--- src/rtl/rbank_pkg.sv ---
package rbank_pkg;
  localparam int WORD_W    = 16;
  localparam int HALF_W    = WORD_W / 2;
  localparam int LONG_W    = 2 * WORD_W;
  localparam int ADDR_W    = 20;
  localparam int ADDR_HI_W = ADDR_W - WORD_W;
  localparam int BANK_REGS = 7;
  localparam int NUM_BANKS = 2;
  localparam int PAIR_OFS  = 2;

  localparam int FB_BANK = 4;
  localparam int FB_USPS = 7;
  localparam logic [WORD_W-1:0] FLG_MASK = 16'h70FF;

  typedef enum logic [1:0] {W_LO = 2'd0, W_HI = 2'd1, W_WORD = 2'd2, W_LONG = 2'd3} wid_e;

  typedef enum logic [3:0] {
    S_R0 = 4'd0, S_R1 = 4'd1, S_R2 = 4'd2, S_R3 = 4'd3,
    S_A0 = 4'd4, S_A1 = 4'd5, S_FB = 4'd6, S_PC = 4'd7,
    S_VBH = 4'd8, S_VBL = 4'd9, S_USP = 4'd10, S_ISP = 4'd11,
    S_SP = 4'd12, S_SB = 4'd13, S_FLG = 4'd14, S_VB = 4'd15
  } sel_e;

  typedef logic [WORD_W-1:0] word_t;
  typedef word_t [BANK_REGS-1:0] bank_t;

  function automatic logic access_ok(input sel_e s, input wid_e w);
    case (w)
      W_LO, W_HI: return (s == S_R0) || (s == S_R1);
      W_WORD:     return (s != S_PC) && (s != S_VB);
      default:    return (s == S_R0) || (s == S_R1) || (s == S_PC) || (s == S_VB);
    endcase
  endfunction
endpackage

--- src/rtl/rbank_store.sv ---
module rbank_store
  import rbank_pkg::*;
(
  input  logic                 clk,
  input  logic                 rst,
  input  logic [BANK_REGS-1:0] we_lo,
  input  logic [BANK_REGS-1:0] we_hi,
  input  bank_t                wval,
  output bank_t                regs
);
  always_ff @(posedge clk) begin
    if (rst) begin
      regs <= '0;
    end else begin
      for (int i = 0; i < BANK_REGS; i++) begin
        if (we_lo[i]) regs[i][HALF_W-1:0]      <= wval[i][HALF_W-1:0];
        if (we_hi[i]) regs[i][WORD_W-1:HALF_W] <= wval[i][WORD_W-1:HALF_W];
      end
    end
  end
endmodule

--- src/rtl/rbank_rdport.sv ---
module rbank_rdport
  import rbank_pkg::*;
(
  input  bank_t             act,
  input  logic [ADDR_W-1:0] pc,
  input  logic [ADDR_W-1:0] vbase,
  input  word_t             usp,
  input  word_t             isp,
  input  word_t             sb,
  input  word_t             flg,
  input  logic [3:0]        sel,
  input  logic [1:0]        wid,
  output logic [LONG_W-1:0] data,
  output logic              err
);
  sel_e  s;
  wid_e  w;
  word_t bw;
  word_t pw;

  assign s = sel_e'(sel);
  assign w = wid_e'(wid);

  always_comb begin
    bw = '0;
    pw = '0;
    for (int i = 0; i < BANK_REGS; i++) begin
      if (int'(sel) == i) bw = act[i];
      if (int'(sel) + PAIR_OFS == i) pw = act[i];
    end
  end

  always_comb begin
    data = '0;
    err  = 1'b0;
    if (!access_ok(s, w)) begin
      err = 1'b1;
    end else begin
      case (s)
        S_R0, S_R1: begin
          case (w)
            W_LO:    data = LONG_W'(bw[HALF_W-1:0]);
            W_HI:    data = LONG_W'(bw[WORD_W-1:HALF_W]);
            W_WORD:  data = LONG_W'(bw);
            default: data = {pw, bw};
          endcase
        end
        S_R2, S_R3, S_A0, S_A1, S_FB: data = LONG_W'(bw);
        S_PC:    data = LONG_W'(pc);
        S_VB:    data = LONG_W'(vbase);
        S_VBH:   data = LONG_W'(vbase[ADDR_W-1:WORD_W]);
        S_VBL:   data = LONG_W'(vbase[WORD_W-1:0]);
        S_USP:   data = LONG_W'(usp);
        S_ISP:   data = LONG_W'(isp);
        S_SP:    data = LONG_W'(flg[FB_USPS] ? usp : isp);
        S_SB:    data = LONG_W'(sb);
        default: data = LONG_W'(flg);
      endcase
    end
  end
endmodule

--- src/rtl/cpu_regbank.sv ---
module cpu_regbank
  import rbank_pkg::*;
(
  input  logic        clk,
  input  logic        rst,
  input  logic [3:0]  rd_a_sel,
  input  logic [1:0]  rd_a_wid,
  output logic [31:0] rd_a_data,
  output logic        rd_a_err,
  input  logic [3:0]  rd_b_sel,
  input  logic [1:0]  rd_b_wid,
  output logic [31:0] rd_b_data,
  output logic        rd_b_err,
  input  logic        wr_en,
  input  logic [3:0]  wr_sel,
  input  logic [1:0]  wr_wid,
  input  logic [31:0] wr_data,
  output logic        wr_err,
  input  logic        flg_we,
  input  logic [15:0] flg_wdata,
  output logic [15:0] flags_o
);
  localparam int NRD = 2;

  word_t             flg_q;
  logic [ADDR_W-1:0] pc_q;
  logic [ADDR_W-1:0] vb_q;
  word_t             usp_q;
  word_t             isp_q;
  word_t             sb_q;

  logic bsel;
  logic usel;
  sel_e ws;
  wid_e ww;
  logic wr_ok;

  assign bsel  = flg_q[FB_BANK];
  assign usel  = flg_q[FB_USPS];
  assign ws    = sel_e'(wr_sel);
  assign ww    = wid_e'(wr_wid);
  assign wr_ok = wr_en && access_ok(ws, ww);
  assign wr_err = wr_en && !wr_ok;
  assign flags_o = flg_q;

  // banked write decode, bank chosen by flags before this edge
  logic [BANK_REGS-1:0] we_lo;
  logic [BANK_REGS-1:0] we_hi;
  bank_t                wval;

  always_comb begin
    we_lo = '0;
    we_hi = '0;
    wval  = '0;
    for (int i = 0; i < BANK_REGS; i++) begin
      if (wr_ok && int'(wr_sel) == i) begin
        case (ww)
          W_LO: begin
            we_lo[i] = 1'b1;
            wval[i]  = {2{wr_data[HALF_W-1:0]}};
          end
          W_HI: begin
            we_hi[i] = 1'b1;
            wval[i]  = {2{wr_data[HALF_W-1:0]}};
          end
          default: begin
            we_lo[i] = 1'b1;
            we_hi[i] = 1'b1;
            wval[i]  = wr_data[WORD_W-1:0];
          end
        endcase
      end
      if (wr_ok && ww == W_LONG && int'(wr_sel) + PAIR_OFS == i) begin
        we_lo[i] = 1'b1;
        we_hi[i] = 1'b1;
        wval[i]  = wr_data[LONG_W-1:WORD_W];
      end
    end
  end

  bank_t bregs [NUM_BANKS];

  for (genvar b = 0; b < NUM_BANKS; b++) begin : g_bank
    logic hit;
    assign hit = (int'(bsel) == b);
    rbank_store u_store (
      .clk   (clk),
      .rst   (rst),
      .we_lo (we_lo & {BANK_REGS{hit}}),
      .we_hi (we_hi & {BANK_REGS{hit}}),
      .wval  (wval),
      .regs  (bregs[b])
    );
  end

  bank_t act;
  assign act = bregs[bsel];

  // shared registers
  always_ff @(posedge clk) begin
    if (rst) begin
      pc_q  <= '0;
      vb_q  <= '0;
      usp_q <= '0;
      isp_q <= '0;
      sb_q  <= '0;
    end else if (wr_ok) begin
      case (ws)
        S_PC:  pc_q <= wr_data[ADDR_W-1:0];
        S_VB:  vb_q <= wr_data[ADDR_W-1:0];
        S_VBH: vb_q[ADDR_W-1:WORD_W] <= wr_data[ADDR_HI_W-1:0];
        S_VBL: vb_q[WORD_W-1:0] <= wr_data[WORD_W-1:0];
        S_USP: usp_q <= wr_data[WORD_W-1:0];
        S_ISP: isp_q <= wr_data[WORD_W-1:0];
        S_SP: begin
          if (usel) usp_q <= wr_data[WORD_W-1:0];
          else      isp_q <= wr_data[WORD_W-1:0];
        end
        S_SB:  sb_q <= wr_data[WORD_W-1:0];
        default: ;
      endcase
    end
  end

  // flag word: main port beats the flag-load port
  always_ff @(posedge clk) begin
    if (rst) begin
      flg_q <= '0;
    end else if (wr_ok && ws == S_FLG) begin
      flg_q <= wr_data[WORD_W-1:0] & FLG_MASK;
    end else if (flg_we) begin
      flg_q <= flg_wdata & FLG_MASK;
    end
  end

  // read ports
  logic [3:0]        rsel  [NRD];
  logic [1:0]        rwid  [NRD];
  logic [LONG_W-1:0] rdata [NRD];
  logic              rerr  [NRD];

  assign rsel[0] = rd_a_sel;
  assign rwid[0] = rd_a_wid;
  assign rsel[1] = rd_b_sel;
  assign rwid[1] = rd_b_wid;

  for (genvar p = 0; p < NRD; p++) begin : g_rd
    rbank_rdport u_rd (
      .act   (act),
      .pc    (pc_q),
      .vbase (vb_q),
      .usp   (usp_q),
      .isp   (isp_q),
      .sb    (sb_q),
      .flg   (flg_q),
      .sel   (rsel[p]),
      .wid   (rwid[p]),
      .data  (rdata[p]),
      .err   (rerr[p])
    );
  end

  assign rd_a_data = rdata[0];
  assign rd_a_err  = rerr[0];
  assign rd_b_data = rdata[1];
  assign rd_b_err  = rerr[1];
endmodule

--- config.mk ---
export PLATFORM = sky130hd
export DESIGN_NAME = cpu_regbank
export DESIGN_NICKNAME = d
export VERILOG_FILES = /design/src/rtl/rbank_pkg.sv /design/src/rtl/rbank_store.sv /design/src/rtl/rbank_rdport.sv /design/src/rtl/cpu_regbank.sv
export SDC_FILE = /design/constraint.sdc
export NUM_CORES = 1
export LEC_CHECK = 0
export ABC_AREA = 1
export BUFFER_PORTS_ARGS = -buffer_cell sky130_fd_sc_hd__buf_2
export CAP_MARGIN = 20
export CORE_ASPECT_RATIO = 1.2
export CORE_MARGIN = 4
export CORE_UTILIZATION = 45
export CTS_BUF_LIST = sky130_fd_sc_hd__clkbuf_16
export DETAILED_ROUTE_END_ITERATION = 12
export GPL_ROUTABILITY_DRIVEN = 1
export PLACE_DENSITY = 0.65
export SLEW_MARGIN = 10
export SYNTH_ARGS = -nofsm -noshare
export SYNTH_HDL_FRONTEND = slang
export SYNTH_SLANG_ARGS = --single-unit
--- constraint.sdc ---
create_clock -name clk -period 4.24 [get_ports clk]
set_input_delay 0.848 -clock clk [delete_from_list [all_inputs] [get_ports clk]]
set_output_delay 0.848 -clock clk [all_outputs]
set_load 0.005 [all_outputs]
* After elaboration in Yosys (flattened, before gate mapping)
Cells that the tools add are included.
Operators by class: add/subtract/negate cells 3, $lt $le $gt $ge 1, equal/unequal tests 89, mux-type cells 95, bitwise logic cells 6, reductions and logical operators 61
Operators by type and width (count):
- 16-bit 2-to-1 mux | 46
- 32-bit case mux with 10 select lines | 2
- 112-bit 2-to-1 mux | 3
- 32-bit by 4-bit equality test with 1-bit output (second input constant) | 8
- 32-bit by 3-bit equality test with 1-bit output (second input constant) | 6
- 32-bit case mux with 3 select lines | 2
- 4-bit equality test (second input constant) | 31
- 32-bit by 2-bit equality test with 1-bit output (second input constant) | 3
- 32-bit logical NOT | 3
- 32-bit 2-to-1 mux | 2
- 16-bit case mux with 2 select lines | 2
- 4-bit by 3-bit equality test with 1-bit output (second input constant) | 15
- 1-bit 2-to-1 mux | 32
- 15-bit 2-to-1 mux | 2
- 7-bit bitwise AND | 4
- 4-bit by 2-bit equality test with 1-bit output (second input constant) | 7
- 4-bit logical NOT | 6
- 1-bit logical AND | 21
- 4-bit by 2-bit adder with 5-bit output (second input constant) | 3
- 4-bit by 1-bit equality test with 1-bit output (second input constant) | 3
- 4-bit by 3-bit != test with 1-bit output (second input constant) | 3
- 4-bit != test (second input constant) | 3
- 2-bit OR reduction | 6
- 5-bit OR reduction | 2
- 15 further kinds | 40
Word-level totals: register bits after elaboration 323, input port bits 70, output and inout bits 83, logic and storage cells 290

* Logic depth before layout (Yosys ltp)
Gate-level depths: netlist of run 1.
depth after elaboration 14, depth in mapped cells 14, mapped depth without buffers 13

* Modules after synthesis
From an unflattened synthesis of run 1, not the netlist that was laid out.
Second synthesis, totals: cell total of the unflattened synthesis 4199, area total of the unflattened synthesis 22875.7 um2
By module, submodules not included:
- rbank_store | times used 2, cells each 713, area each 4639.4 um2
- cpu_regbank | times used 1, cells each 1277, area each 6845.3 um2
- rbank_rdport | times used 2, cells each 748, area each 3375.7 um2

* Worst setup path before layout of run 1
OpenSTA, ideal clock, no wires.
path type input -> output, start point in rd_a_sel[1], end point out rd_a_data[29], arrival time 2.324 ns, required time 3.392 ns, path slack 1.068 ns, cell stages on the path 9, path buffers 1, cells stage by stage ha_1 -> xnor2_1 -> nand2_1 -> nor2_1 -> clkbuf_1 -> nand2_1 -> nand3_1 -> o21ai_0 -> a21oi_1
On the way: longest elaborated chain between the ends 12, elaborated cells between the ends (all ways) 42, those cells by class 1 x add/sub; 22 x eq/ne; 11 x mux; 8 x reduce/logical
Ends and longest elaborated chain:
- start, declared | line cpu_regbank.sv:6 | input logic [3:0] rd_a_sel,
- 4-bit by 2-bit adder with 5-bit output | line rbank_rdport.sv:29 | if (int'(sel) + PAIR_OFS == i) pw = act[i];
- 32-bit logical NOT | line rbank_rdport.sv:29
- 16-bit 2-to-1 mux (7 in a row) | line rbank_rdport.sv:29
- 32-bit case mux with 3 select lines | line rbank_rdport.sv:41 | case (w)
- 32-bit case mux with 10 select lines | line rbank_rdport.sv:39 | case (s)
- 32-bit 2-to-1 mux * | line rbank_rdport.sv:36 | if (!access_ok(s, w)) begin
- end, declared | line cpu_regbank.sv:8 | output logic [31:0] rd_a_data,
Mark *: on every way between the ends. The rest lies on a longest branch, timed or not.

* Final worst setup path of run 1
start point reg flg_q[4] (netlist: flags_o[4]), end point out rd_a_data[19]
On the way: longest elaborated chain between the ends 14
Ends and longest elaborated chain:
- start, declared | line cpu_regbank.sv:25 | word_t flg_q;
- start signal, assigned | line cpu_regbank.sv:130 | flg_q <= wr_data[WORD_W-1:0] & FLG_MASK;
- start signal, assigned | line cpu_regbank.sv:132 | flg_q <= flg_wdata & FLG_MASK;
- 1-bit NOT with 2-bit output (implied by the code) * | line cpu_regbank.sv:97 | assign act = bregs[bsel];
- 112-bit 2-to-1 mux (implied by the code) * (3 in a row) | line cpu_regbank.sv:97
- 16-bit 2-to-1 mux (6 in a row) | line rbank_rdport.sv:29
- 16-bit 2-to-1 mux * | line rbank_rdport.sv:29
- 32-bit case mux with 3 select lines * | line rbank_rdport.sv:41
- 32-bit case mux with 10 select lines * | line rbank_rdport.sv:39
- 32-bit 2-to-1 mux * | line rbank_rdport.sv:36
Mark *: on every way between the ends. The rest lies on a longest branch, timed or not. The select of a mux whose other input is x is not followed.

==> flow_summary.toml, run 1 <==
[timing]
max_freq_mhz = 237.0
finalSetupTns_ns = 0
tightest_slew_ns = 1.196
worst_slack_ns = 0.01993
final_max_slew_viol_count = 0
period_share_pct = 99.53
rsz0062_at_grt = "false"
hold_viol = 0
final.min_clock_period_ns = 4.220
final.setup_skew_ns = 0.03882
maxSlewHeadroom_pct = 19.42
setup_viol = 0

[synth]
yosys_warnings = 0
synth_area_sq_um = 21130
ys_ff_latch = 323
yosys.area_share.xor_xnor_pct = 0.1243
ys_types = 44
syn_avg_cell_area_sq_um = 5.717
synth-seq-area-share_pct = 30.60
synth_common_cells = "1084 x nand2_1, 610 x nor2_1, 398 x o21ai_0"
synth_top_family_by_area = "simple AND/OR/NAND/NOR gates"
yosys.area.top_type = "dfxtp_1"
yosys.area.top_type_share_pct = 30.60
synth.most_common_cell = "nand2_1"
syn_inst = 3696
yosys-mux-area-fraction_pct = 0
ys.flop_type = "dfxtp_1"
yosys.area_share.adder_pct = 0.1776
synth-compound-area-share_pct = 20.50
synthSimpleGateAreaFrac_pct = 37.91
synthArstFlopShare_pct = 0
synth.area.top_cells = "dfxtp_1 31%, nand2_1 19%, nor2_1 11%"
synth-edff-count = 0

[detailed_routing]
drt_iter0_markers = 3525
avgViaCountPerCell = 5.771
wl_per_cell_um = 22.69
dr.pass1.iters = 6
num_vias = 25604
routed_wirelength_mm = 100.7
ant_nets = 0
drc = 0

[power_and_ir_drop]
p_int_mw = 5.091
sw_frac_of_total_pct = 29.79
irDropWorstVdd_v = 0.0002270
p_leak_nw = 11.02
power.net_switching_mw = 2.161
power_frac_comb_pct = 13.5
power.share.clock_pct = 43.7
seq_power_share_pct = 42.8
p_per_area_nw_per_um2 = 304.7

[global_routing]
antenna_found_initial = 6
grt_pass1_vias = 22924
grt_pass1_wl_mm = 145.9
grt_max_degree = 136
track_usage_pct = 38.48
globalRouteOverflowTotal = 0

[clock_tree]
clockBufferDepth = 3
cts_resized = 0
cts_max_level = 2
postCtsHoldBufs = 0
insertion_delay_ns = 0.58
cts_tree = "built"
post_cts_buffers = 0
clk_pin_slew_ns = 0.06
cts_num_sinks = 323
cts_root_buf = "clkbuf_16"
cts_buffers = 38

[critical_path]
r2r-end = "usp_q[11]"
crit_top_cell = "nand2_1"
slowest_stage = "o21ai_1"
crit_type = "flop to primary output"
crit_path_start_kind = "flop"
cp.arrival_ns = 3.37
reg2regPathDepth = 7
max_stage_delay_ns = 0.70
path_delay_family = "compound AO/OA/AOI/OAI gates"
reg2reg_slack_ns = 1.71
cp_data_required_time_ns = 3.39
rr_startpoint = "flags_o[7]"
end_kind = "primary output"
cp_cell_sequence = "inv_4 -> buf_4 -> nand2_1 -> nand2_1 -> nand3_1 -> o21ai_0 -> o21ai_1 -> nand3_1 -> nand2_1 -> a21oi_1 -> buf_2"
cp_num_buf_inv = 3
crit_fanout = 23

[floorplan]
io_pins = 153
dieArea_sq_um = 50510
initial_core_util_pct = 45.78
die_y_um = 245.4
fp.coreArea_sq_um = 46160
die_x_um = 205.8
rows = 86

[finish]
area_growth_syn_to_layout_pct = 12.63
sequential_cell_area_sq_um = 6470
layout-drive-gt1-share_pct = 9.610
fillCellCount = 5069
multi_input_area_sq_um = 12440
final_core_util_pct = 51.56
fin_nets = 3866

[place]
dp_slack_ns = 0.3086
globalplace.congestion = 1.132
hpwlAfterDp_mm = 73.94
io_buffer_count = 142

[worst_hold_path]
hold_class = "flop to flop"
min_to = "g_bank[0].u_store.regs[77]"
whs_path_depth = 2
hp-start = "g_bank[0].u_store.regs[77]"

[run_status]
status = "completed"

[flow_run]
max_cap_viol_count = 0
[stage by stage]
step                      instances  cell area, sq um  hold slack (ns)  total power, mW
after global placement         4368             22630           0.4375            4.095
after detailed placement       4368             22630           0.4378            4.098
after CTS                      4434             23780           0.4471            7.204
after floorplan                3700             21150           0.4245            3.676
final                          4437             23800           0.4488            7.251
after global routing           4435             23800           0.4845            7.435
[how the worst max path moves through the flow]
| stage | from | slack, ns | depth (start not counted) | to |
|---|---|---|---|---|
| global placement | rd_a_sel[0] | 0.36 | 14 | rd_a_data[28] |
| detailed placement | rd_b_sel[0] | 0.31 | 12 | rd_b_data[25] |
| CTS | flags_o[4] | 0.17 | 11 | rd_a_data[19] |
| global route | flags_o[4] | 0.009 | 10 | rd_a_data[19] |
| floorplan | rd_a_sel[1] | 1.07 | 9 | rd_a_data[29] |
| finish | flags_o[4] | 0.02 | 11 | rd_a_data[19] |
[cell type report]
type	instances	area share, %
repair buffers	251	6.582
multi-input cells	2809	52.27
inverters	370	5.877
well taps	616	3.238
clock inverters	27	0.7255
diodes	2	0.02103
clock buffers	39	4.101
flip-flops and latches	323	27.18
[tightest hold or removal path, delay by kind of cell, from the launching register on]
family | cells | cell delay [ns]
buffers and inverters | 1 | 0.05
AOI/OAI and AO/OA | 1 | 0.05
DFF | 1 | 0.30
[layout by cell type (no fill, tap or decap), types with 9 or more instances in the layout]
master     count
inv_1        368
nand2_1     1084
clkbuf_16     39
o21ai_1       18
clkinv_1      13
buf_4        105
dfxtp_1      322
nand4_1       34
a21oi_1      287
o22ai_1       47
nor2_4         9
nor3_1        15
o211ai_1      16
nor2_2        12
nand3_1      181
or2_2         11
o21ai_0      393
a31oi_1       21
nor2_1       607
buf_2        142
nand2_2       12
[per-layer routing]
layer,global-route usage (%),part of all wire (%)
met1,46.58,36
met2,58.39,42
met3,9.036,11
met4,30.29,10
met5,0,0.013
[kinds of logic after synthesis]
group	after synthesis
fa+ha+maj	3
simple gates	1980
other cells	1
xor+xnor	3
buf+inv	568
flops	323
compound gates	818
[power groups by stage]
| stage | clock network (mW) | registers (mW) | logic, mW |
|---|---|---|---|
| finish | 3.17 | 3.10 | 0.981 |
| floorplan | 0 | 3.15 | 0.524 |
| detailed placement | 0 | 3.17 | 0.930 |
| CTS | 3.17 | 3.10 | 0.934 |
| global placement | 0 | 3.17 | 0.928 |
| global route | 3.30 | 3.10 | 1.03 |
[registers in the layout, summed over array words and instances, names as in the netlist]
signal,flops
flags_o,11
vb_q,20
pc_q,20
usp_q,16
g_bank.u_store.regs,224
isp_q,16
sb_q,16
No activity file was read; power rests on OpenSTA's default activity.
==> run 2: changes to the inputs <==
--- a/config.mk
+++ b/config.mk
@@ -5,11 +5,10 @@
 export SDC_FILE = /design/constraint.sdc
 export NUM_CORES = 1
 export LEC_CHECK = 0
-export ABC_AREA = 1
+export ABC_AREA = 0
 export BUFFER_PORTS_ARGS = -buffer_cell sky130_fd_sc_hd__buf_2
 export CAP_MARGIN = 20
 export CORE_ASPECT_RATIO = 1.2
-export CORE_MARGIN = 4
 export CORE_UTILIZATION = 45
 export CTS_BUF_LIST = sky130_fd_sc_hd__clkbuf_16
 export DETAILED_ROUTE_END_ITERATION = 12
==> run 2 against run 1 <==
  * Sequential cell count did not move
  * Total power grew 7.1%
  * Count of clock-buffer cells in the layout down 1
  * Register-to-register slack better by 0.14 ns
  * Die area shrank 2.1%
  * Worst hold slack improved by 0.011 ns
  * Worst setup slack worse by 0.020 ns
  * Final area grew 6.6%
  * Combinational power grew 24%
==> flow_summary.toml, run 2 <==
[finish]
stdcell_count = 3448
area_growth_syn_to_layout_pct = 16.14
biggestRegsByFlops = "g_bank.u_store.regs: 224 flops, pc_q: 20 flops, vb_q: 20 flops"
largest_register = "g_bank.u_store.regs"
largest_reg_flops = 224
layout-drive-gt1-share_pct = 21.06
layout_commonest_cell = "dfxtp_1"
final_cell_mix = "321 x dfxtp_1, 320 x nor2_1, 217 x mux2i_1"
fin_nets = 2856

[critical_path]
crit_type = "flop to primary output"
slowest_stage = "dfxtp_4"
path_delay_family = "compound AO/OA/AOI/OAI gates"
max_stage_delay_ns = 0.63
cp_data_required_time_ns = 3.39
reg2reg_slack_ns = 1.85
crit_fanout = 16
cp.arrival_ns = 3.39
cp-startpoint = "flags_o[4]"
rr_startpoint = "flags_o[4]"
cp_num_buf_inv = 3
crit_path_start_kind = "flop"
cp_num_cells = 6
crit_top_cell = "buf_4"
cp_cell_sequence = "buf_4 -> buf_4 -> mux2_2 -> o311ai_0 -> o22ai_1 -> buf_2"
reg2regPathDepth = 5
end_kind = "primary output"

[place]
hpwlAfterDp_mm = 91.26
io_buffer_count = 142
post-place-cells = 3373
dp_slack_ns = 0.1981
globalplace.congestion = 1.088

[clock_tree]
cts_buffers = 37
insertion_delay_ns = 0.57
cts_max_level = 2
cts_num_sinks = 323
clk_pin_slew_ns = 0.06
clockBufferDepth = 3
cts_root_buf = "clkbuf_16"
cts_tree = "built"

[global_routing]
grt_max_degree = 132
antenna_found_initial = 11
grt_pass1_wl_mm = 171.5
grt_pass1_vias = 22735
track_usage_pct = 48.73
globalRouteOverflowTotal = 0

[synth]
synth_area_sq_um = 21850
synth-seq-area-share_pct = 29.59
synth-edff-count = 0
synthArstFlopShare_pct = 0
syn_inst = 2643
yosys_warnings = 0
yosys.area.top_type = "dfxtp_1"
ys_types = 97
synth.most_common_cell = "dfxtp_1"
synth.area.top_cells = "dfxtp_1 30%, mux2i_1 10%, nor2_1 5.5%"
ys.flop_type = "dfxtp_1"
synth_common_cells = "323 x dfxtp_1, 320 x nor2_1, 218 x mux2i_1"
ys_ff_latch = 323
yosys.area.top_type_share_pct = 29.59
syn_avg_cell_area_sq_um = 8.267

[run_status]
status = "completed"

[timing]
final_max_slew_viol_count = 0
max_freq_mhz = 235.9
final.min_clock_period_ns = 4.240
whs_ns = 0.4593
finalSetupTns_ns = 0
maxSlewHeadroom_pct = 12.87
rsz0062_at_grt = "false"
worst_slack_ns = 0.0003368
setup_viol = 0
period_share_pct = 99.99
final.setup_skew_ns = 0.01818
tightest_slew_ns = 1.303
hold_viol = 0

[power_and_ir_drop]
p_per_area_nw_per_um2 = 306.0
power_mw = 7.764
irDropWorstVdd_v = 0.0003253
p_leak_nw = 9.154

[floorplan]
io_pins = 153
initial_core_util_pct = 45.52
die_x_um = 203.2
rows = 88
die_y_um = 243.4
fp.coreArea_sq_um = 48010
dieArea_sq_um = 49450

[detailed_routing]
wl_per_cell_um = 35.72
routed_wirelength_mm = 123.2
ant_nets = 0
avgViaCountPerCell = 7.029
drt_iter0_markers = 3476
drc = 0
dr.pass1.iters = 6
num_vias = 24237

[worst_hold_path]
hp-start = "g_bank[0].u_store.regs[7]"
hold_class = "flop to flop"
whs_path_depth = 2

[flow_run]
max_cap_viol_count = 0
==> run 2: changes by cell type after synthesis, moves of 70 or more <==
cell      before  now
nor2_1       610  320
a211oi_1       7  106
o21ai_0      398   89
inv_1        362   15
nand2_1     1084  176
nand2b_1       0   70
a22oi_1        1   87
nand3_1      181   61
mux2i_1        0  218
a21oi_1      288  184
==> run 2: stage by stage <==
step	area, sq um	utilization (%)
after detailed placement	24050	50.11
after CTS	25330	52.77
after global routing	25360	52.83
after global placement	24050	50.11
after floorplan	21870	-
final	25380	52.86
==> run 2: path summary, 6_finish.rpt <==
check,endpoint
worst max-delay path,rd_a_data[10]
worst min register to register,g_bank[0].u_store.regs[7]
worst min-delay path,g_bank[0].u_store.regs[7]
worst max register to register,g_bank[1].u_store.regs[100]
==> run 2: layout make-up <==
class                           instances  area, sq um
Fill cell                            4572        22630
Multi-Input combinational cell       2035        14140
Sequential cell                       323         6471
Timing Repair Buffer                  369         2615
Clock buffer                           38        950.9
Tap cell                              630        788.3
Clock inverter                         29        329.1
Inverter                               17        63.81
Antenna cell                            7        17.52
==> run 2: cells by family (layout without fill, tap and decap cells) <==
| group | count (synthesis) | after routing | synth area share (%) |
|---|---|---|---|
| other | 1 | 12 | 0.01716 |
| AO/OA/AOI/OAI | 861 | 861 | 28.06 |
| AND/OR/NAND/NOR | 832 | 832 | 18.04 |
| buffers and inverters | 289 | 453 | 6.001 |
| adder cells (fa/ha/maj) | 3 | 3 | 0.1718 |
| XOR/XNOR | 6 | 6 | 0.2405 |
| flip-flops | 323 | 323 | 29.59 |
| multiplexers | 328 | 328 | 17.87 |
==> run 2: timing repair <==
item                                    4_1_cts  5_1_grt
resized for setup                             0        1
endpoints found under the hold margin         0        0
buffers inserted                              0        1
endpoints found under the setup margin        0        6
hold buffers                                  0        0
==> run 2: power by group <==
| group | switching (mW) | internal (mW) | total [mW] | leakage [nW] |
|---|---|---|---|---|
| combinational | 0.839 | 0.378 | 1.22 | 5.89 |
| clock | 1.43 | 2.01 | 3.44 | 0.654 |
| sequential | 0.0471 | 3.06 | 3.10 | 2.61 |
| total | 2.31 | 5.45 | 7.76 | 9.15 |
==> run 2: tightest hold or removal path, stage by stage (launching register included) <==
cell and delay (ns):
dfxtp_1 0.31, nand2_1 0.05, a21oi_1 0.05
==> run 2: layer usage <==
layer  global-route usage [%]  vias up  wire [um]
li1                         -    10268          -
met5                        0        -         21
met4                    43.52        4      13220
met1                    56.04    11520      43700
met2                    73.15     1873      52820
met3                    14.22      572      13400
